$ cat config.mk
export PLATFORM = sky130hd
export DESIGN_NAME = lsu_be_mem_unit
export DESIGN_NICKNAME = d
export VERILOG_FILES = /design/src/rtl/lsu_pkg.sv /design/src/rtl/lsu_addr_gen.sv /design/src/rtl/lsu_store_lane.sv /design/src/rtl/lsu_load_align.sv /design/src/rtl/lsu_be_mem_unit.sv
export SDC_FILE = /design/constraint.sdc
export NUM_CORES = 1
export LEC_CHECK = 0
export BUFFER_PORTS_ARGS = -buffer_cell sky130_fd_sc_hd__buf_2
export CAP_MARGIN = 10
export CORE_MARGIN = 1
export CORE_UTILIZATION = 49
export DETAILED_ROUTE_END_ITERATION = 6
export GPL_TIMING_DRIVEN = 0
export HOLD_SLACK_MARGIN = 0.06
export PLACE_DENSITY = 0.94
export SETUP_SLACK_MARGIN = 0.2
export SLEW_MARGIN = 5
export SYNTH_ARGS = -nofsm -noshare
export SYNTH_HDL_FRONTEND = slang
export SYNTH_SLANG_ARGS = --single-unit
$ cat constraint.sdc
create_clock -name clk -period 3.2 [get_ports clk]
set_clock_uncertainty 0.1 [all_clocks]
set_input_delay 0.16 -clock clk [delete_from_list [all_inputs] [get_ports clk]]
set_output_delay 0.16 -clock clk [all_outputs]
set_load 0.1 [all_outputs]
$ cat src/rtl/lsu_pkg.sv
package lsu_pkg;
  typedef enum logic [1:0] {
    SZ_BYTE = 2'b00,
    SZ_HALF = 2'b01,
    SZ_WORD = 2'b10,
    SZ_RSVD = 2'b11
  } acc_size_e;
endpackage

$ cat src/rtl/lsu_addr_gen.sv
module lsu_addr_gen
  import lsu_pkg::*;
#(
  parameter int ADDR_W    = 32,
  parameter int DISP_W    = 16,
  parameter int LANE_BITS = 2
) (
  input  logic [ADDR_W-1:0]    base_val,
  input  logic [DISP_W-1:0]    disp,
  input  acc_size_e            size,
  output logic [ADDR_W-1:0]    eff_addr,
  output logic                 aligned,
  output logic [LANE_BITS-1:0] lane_off
);
  localparam int EXT_W = ADDR_W - DISP_W;

  logic [ADDR_W-1:0] disp_ext;

  // displacement widened with its sign before the add
  assign disp_ext = {{EXT_W{disp[DISP_W-1]}}, disp};
  assign eff_addr = base_val + disp_ext;
  assign lane_off = eff_addr[LANE_BITS-1:0];

  always_comb begin
    unique case (size)
      SZ_BYTE: aligned = 1'b1;
      SZ_HALF: aligned = ~eff_addr[0];
      SZ_WORD: aligned = (eff_addr[LANE_BITS-1:0] == '0);
      default: aligned = 1'b0;
    endcase
  end
endmodule

$ cat src/rtl/lsu_store_lane.sv
module lsu_store_lane
  import lsu_pkg::*;
#(
  parameter int DATA_W    = 32,
  parameter int LANES     = DATA_W / 8,
  parameter int LANE_BITS = $clog2(LANES)
) (
  input  logic                 clk,
  input  logic                 rst,
  input  logic                 wr_en,
  input  acc_size_e            size,
  input  logic [LANE_BITS-1:0] lane_off,
  input  logic [DATA_W-1:0]    store_data,
  output logic [LANES-1:0]     be,
  output logic [DATA_W-1:0]    wdata
);
  // byte number j (big-endian) lives at bits [DATA_W-1-8j -: 8], enable bit LANES-1-j
  for (genvar j = 0; j < LANES; j++) begin : g_lane
    localparam int HI   = DATA_W - 1 - 8 * j;
    localparam int HSEL = 15 - 8 * (j % 2);
    logic sel;

    always_comb begin
      unique case (size)
        SZ_BYTE: sel = (lane_off == LANE_BITS'(j));
        SZ_HALF: sel = (lane_off[LANE_BITS-1:1] == LANE_BITS'(j) >> 1);
        SZ_WORD: sel = 1'b1;
        default: sel = 1'b0;
      endcase
    end

    assign be[LANES-1-j] = wr_en & sel;

    always_comb begin
      unique case (size)
        SZ_BYTE: wdata[HI -: 8] = store_data[7:0];
        SZ_HALF: wdata[HI -: 8] = store_data[HSEL -: 8];
        default: wdata[HI -: 8] = store_data[HI -: 8];
      endcase
    end
  end

  AST_BYTE_ONE_LANE: assert property (@(posedge clk) disable iff (rst)
    (wr_en && size == SZ_BYTE) |-> $countones(be) == 1);

  AST_HALF_LANE_PAIR: assert property (@(posedge clk) disable iff (rst)
    (wr_en && size == SZ_HALF) |-> (be == 4'b1100 || be == 4'b0011));
endmodule

$ cat src/rtl/lsu_load_align.sv
module lsu_load_align
  import lsu_pkg::*;
#(
  parameter int DATA_W    = 32,
  parameter int LANES     = DATA_W / 8,
  parameter int LANE_BITS = $clog2(LANES)
) (
  input  logic                 clk,
  input  logic                 rst,
  input  logic                 cap_en,
  input  acc_size_e            size,
  input  logic [LANE_BITS-1:0] lane_off,
  input  logic                 sgn,
  input  logic [DATA_W-1:0]    mem_rdata,
  output logic [DATA_W-1:0]    load_data,
  output logic                 load_valid
);
  logic                 v_q;
  acc_size_e            size_q;
  logic [LANE_BITS-1:0] off_q;
  logic                 sgn_q;

  // lane context held for the cycle in which memory returns the word
  always_ff @(posedge clk) begin
    if (rst) begin
      v_q    <= 1'b0;
      size_q <= SZ_BYTE;
      off_q  <= '0;
      sgn_q  <= 1'b0;
    end else begin
      v_q <= cap_en;
      if (cap_en) begin
        size_q <= size;
        off_q  <= lane_off;
        sgn_q  <= sgn;
      end
    end
  end

  logic [DATA_W-1:0] sh_b, sh_h;
  logic [7:0]        b_v;
  logic [15:0]       h_v;

  always_comb begin
    sh_b = mem_rdata >> (8 * (LANES - 1 - int'(off_q)));
    sh_h = mem_rdata >> (8 * (LANES - 2 - int'({off_q[LANE_BITS-1:1], 1'b0})));
    b_v  = sh_b[7:0];
    h_v  = sh_h[15:0];
    load_data = '0;
    if (v_q) begin
      unique case (size_q)
        SZ_BYTE: load_data = {{(DATA_W-8){sgn_q & b_v[7]}}, b_v};
        SZ_HALF: load_data = {{(DATA_W-16){sgn_q & h_v[15]}}, h_v};
        default: load_data = mem_rdata;
      endcase
    end
  end

  assign load_valid = v_q;
endmodule

$ cat src/rtl/lsu_be_mem_unit.sv
module lsu_be_mem_unit
  import lsu_pkg::*;
#(
  parameter int ADDR_W = 32,
  parameter int DATA_W = 32,
  parameter int DISP_W = 16
) (
  input  logic              clk,
  input  logic              rst,
  input  logic              req_valid,
  input  logic              req_store,
  input  logic [1:0]        req_size,
  input  logic              req_signed,
  input  logic [ADDR_W-1:0] base_val,
  input  logic [DISP_W-1:0] disp,
  input  logic [DATA_W-1:0] store_data,
  input  logic [DATA_W-1:0] mem_rdata,
  output logic [ADDR_W-1:0] mem_addr,
  output logic              mem_we,
  output logic              mem_re,
  output logic [DATA_W/8-1:0] mem_be,
  output logic [DATA_W-1:0] mem_wdata,
  output logic              misalign,
  output logic [DATA_W-1:0] load_data,
  output logic              load_valid
);
  localparam int LANES     = DATA_W / 8;
  localparam int LANE_BITS = $clog2(LANES);

  acc_size_e            size;
  logic [ADDR_W-1:0]    eff_addr;
  logic                 aligned;
  logic [LANE_BITS-1:0] lane_off;

  assign size = acc_size_e'(req_size);

  lsu_addr_gen #(
    .ADDR_W(ADDR_W), .DISP_W(DISP_W), .LANE_BITS(LANE_BITS)
  ) u_agen (
    .base_val(base_val), .disp(disp), .size(size),
    .eff_addr(eff_addr), .aligned(aligned), .lane_off(lane_off)
  );

  assign mem_addr = {eff_addr[ADDR_W-1:LANE_BITS], {LANE_BITS{1'b0}}};
  assign misalign = req_valid & ~aligned;
  assign mem_we   = req_valid & req_store & aligned;
  assign mem_re   = req_valid & ~req_store & aligned;

  lsu_store_lane #(
    .DATA_W(DATA_W), .LANES(LANES), .LANE_BITS(LANE_BITS)
  ) u_st (
    .clk(clk), .rst(rst), .wr_en(mem_we), .size(size), .lane_off(lane_off),
    .store_data(store_data), .be(mem_be), .wdata(mem_wdata)
  );

  lsu_load_align #(
    .DATA_W(DATA_W), .LANES(LANES), .LANE_BITS(LANE_BITS)
  ) u_ld (
    .clk(clk), .rst(rst), .cap_en(mem_re), .size(size), .lane_off(lane_off),
    .sgn(req_signed), .mem_rdata(mem_rdata),
    .load_data(load_data), .load_valid(load_valid)
  );

  AST_MISALIGN_QUIET: assert property (@(posedge clk) disable iff (rst)
    misalign |-> (mem_be == '0 && !mem_we && !mem_re));

  AST_LOAD_FOLLOWS_READ: assert property (@(posedge clk) disable iff (rst)
    mem_re |=> load_valid);

  AST_NO_LOAD_WITHOUT_READ: assert property (@(posedge clk) disable iff (rst)
    !mem_re |=> !load_valid);
endmodule

==> results.txt <==
Final setup vio count -> 0
Initial DRC Count -> 356
P&R area growth vs syn -> 37.02%
Yosys reg bits -> 6
Largest area contributor in the netlist -> ha_1
Worst path cell trace -> buf_2, ha_1, inv_1, fa_1, nand2b_1, a211oi_2, o21ai_2, a31oi_4, buf_4, xor2_1, buf_4, buf_2
WP data arrival -> 2.66 ns
Post-synth EDFFs -> 0
Max cap viols -> 0
Worst-path clk slew -> 0.04 ns
Reg2reg setup slack -> 1.88 ns
Post-Place Cells -> 870
Setup tns final -> 0 ns
Maximum fanout along the worst path -> 6
Hold Buf Count CTS -> 0
Post-synth top area share -> 0.1045
Clk sink count -> 6
CP peak stage delay -> 0.41 ns
Slew at the pin with the worst max-slew slack -> 0.6938 ns
DRC viols -> 0
Power per standard cell area -> 416.3 nW/um2
All-Layer GR Usage -> 0.3196
Tot Pwr -> 2.117 mW
Yosys cell types -> 70
Fin crit share -> 0.9117
Mean cell area of the mapped netlist -> 6.747 um2
DRT Pass-1 Iters -> 5
Gpl congestion -> 1.022
Endpoint class of the critical path -> output pin
Top cells by area, synth -> ha_1 10%, buf_4 8.1%, a21oi_1 7.6%
Tmin final -> 2.918 ns
Rel. slew slack -> 0.5375
M1 WL -> 5584 um
Final Hold Vio Count -> 0
DR top layer -> met4
Min-Delay Path Class -> in2reg
Starting Density -> 0.5089
Leakage power -> 2.616 nW
Synthesized area -> 3711 um2
WL final -> 13410 um
CP startpoint kind -> input port
H-Tree Depth -> 1
Via count of the first global-routing pass -> 4347
Largest net degree at the start of global routing -> 18
First-pass GRT wire length -> 20190 um
Port bufs -> 220
Worst Path Buf+Inv -> 5
CTS Buffer Depth -> 2
Total number of vias -> 4920
Critical Path RT -> 2.94 ns
Hpwl dp -> 11120 um
Syn. warnings -> 0
CTS buffer count -> 3
VDD IR max -> 0.0004509 V
Total congestion overflow -> 0
FMAX -> 0.3427 GHz
Nets -> 929
Final core utilization -> 0.6973
CTS tree -> done
Status -> finished, final reports clean
Most frequent cells in the layout -> 216 x buf_2, 66 x nand2_1, 48 x o21ai_0
WL per Instance -> 15.33 um
WL met3 -> 1005 um
Max-slew violation count -> 0
Register area share after synthesis -> 0.03237
Via density -> 5.623
Antenna violations before repair -> 0
ANT cells -> 0
RSZ-0062 raised after global routing -> true
Core ar. -> 7292 um2
# IOs -> 223
Crit path kind -> in2out
Hold slack -> 0.08800 ns
Most common cell after layout, fill and taps aside -> buf_2
Root Driver -> clkbuf_8
Rows -> 31
Final ANT Viol Nets -> 0
Die Area -> 7925 um2
Die Height -> 89.03 um
Non-Filler Instances -> 875
Die width -> 89.03 um
Met2 wire length -> 6677 um
Crit-path slowest cell -> buf_2
Primary FF master, synth -> dfxtp_1
Synth Instances -> 550
Layout cells sized above 1 -> 0.4472
CP top delay family -> buffers and inverters
Worst-Skew Late Latency -> 0.22 ns
FFs w/ async S/R, synth -> 0
routing by layer:
layer / GRT usage / up-vias
met5: 0 / -
met4: 0.05339 / 0
met3: 0.02678 / 22
met2: 0.5860 / 285
met1: 0.4130 / 2241
li1: - / 2372
state kept, by name (all words and copies together), names as in the netlist:
signal,flops
u_ld.load_valid,1
u_ld.off_q,2
u_ld.sgn_q,1
u_ld.size_q,2
worst paths after layout:
kind / end / startpoint / depth (start not counted)
setup / recovery: mem_addr[14] / base_val[0] / 12
hold / removal: u_ld.off_q[1] / rst / 2
setup reg to reg: u_ld.size_q[1] / u_ld.size_q[1] / 3
hold reg to reg: u_ld.off_q[0] / u_ld.off_q[0] / 2
kinds of logic after synthesis:
family                   count (synthesis)  share of synthesized area
buffers and inverters                   99                     0.1500
multiplexers                            32                    0.09743
AO/OA/AOI/OAI                          199                     0.3618
AND/OR/NAND/NOR                        155                     0.1861
other                                    1                   0.001010
XOR/XNOR                                26                    0.06136
adder cells (fa/ha/maj)                 32                     0.1099
flip-flops                               6                    0.03237
cell usage after synthesis, types with 7 or more instances:
library cell  count
inv_1            32
clkbuf_1         11
xor2_1            7
a21oi_2          13
a21oi_1          56
a21o_1           13
ha_1             31
mux2i_1          13
nor3_1            7
nor2_1           44
xnor2_1          19
o21ai_0          56
buf_4            40
buf_2             9
nand3_1           9
mux2_2           16
nand2_1          66
what timing repair did:
action | 4_1_cts | 5_1_grt
buffers inserted | 0 | 2
gates resized for setup | 4 | 11
pin swaps | 0 | 1
setup endpoints to repair | 4 | 12
stage by stage:
stage / worst slack [ns] / cell area [um2]
after floorplan: 0.1428 / 3767
after global placement: 0.1431 / 4992
after detailed placement: 0.1415 / 4992
after CTS: 0.2032 / 5044
after global routing: 0.1692 / 5085
final: 0.2824 / 5085
where the power goes:
part	total [mW]	internal (mW)	switching, mW
clock	0.109	0.0805	0.0287
sequential	0.0834	0.0786	0.00485
combinational	1.92	0.502	1.42
total	2.12	0.661	1.46
worst register-to-register path, delay by kind of cell, from the launching register on:
family	cells	cell delay [ns]
and+or+nand+nor	1	0.10
buffers and inverters	1	0.45
DFF	1	0.45
muxes	1	0.15
final cells by class:
| cell class | instances | area, um2 |
|---|---|---|
| plain buffers | 67 | 436.7 |
| clock buffers | 3 | 41.29 |
| fillers | 618 | 2207 |
| inverters | 32 | 120.1 |
| multi-input cells | 446 | 3094 |
| flip-flops and latches | 6 | 120.1 |
| well taps | 99 | 123.9 |
| repair buffers | 222 | 1149 |
Note: power is estimated with default switching activity, not from simulation.
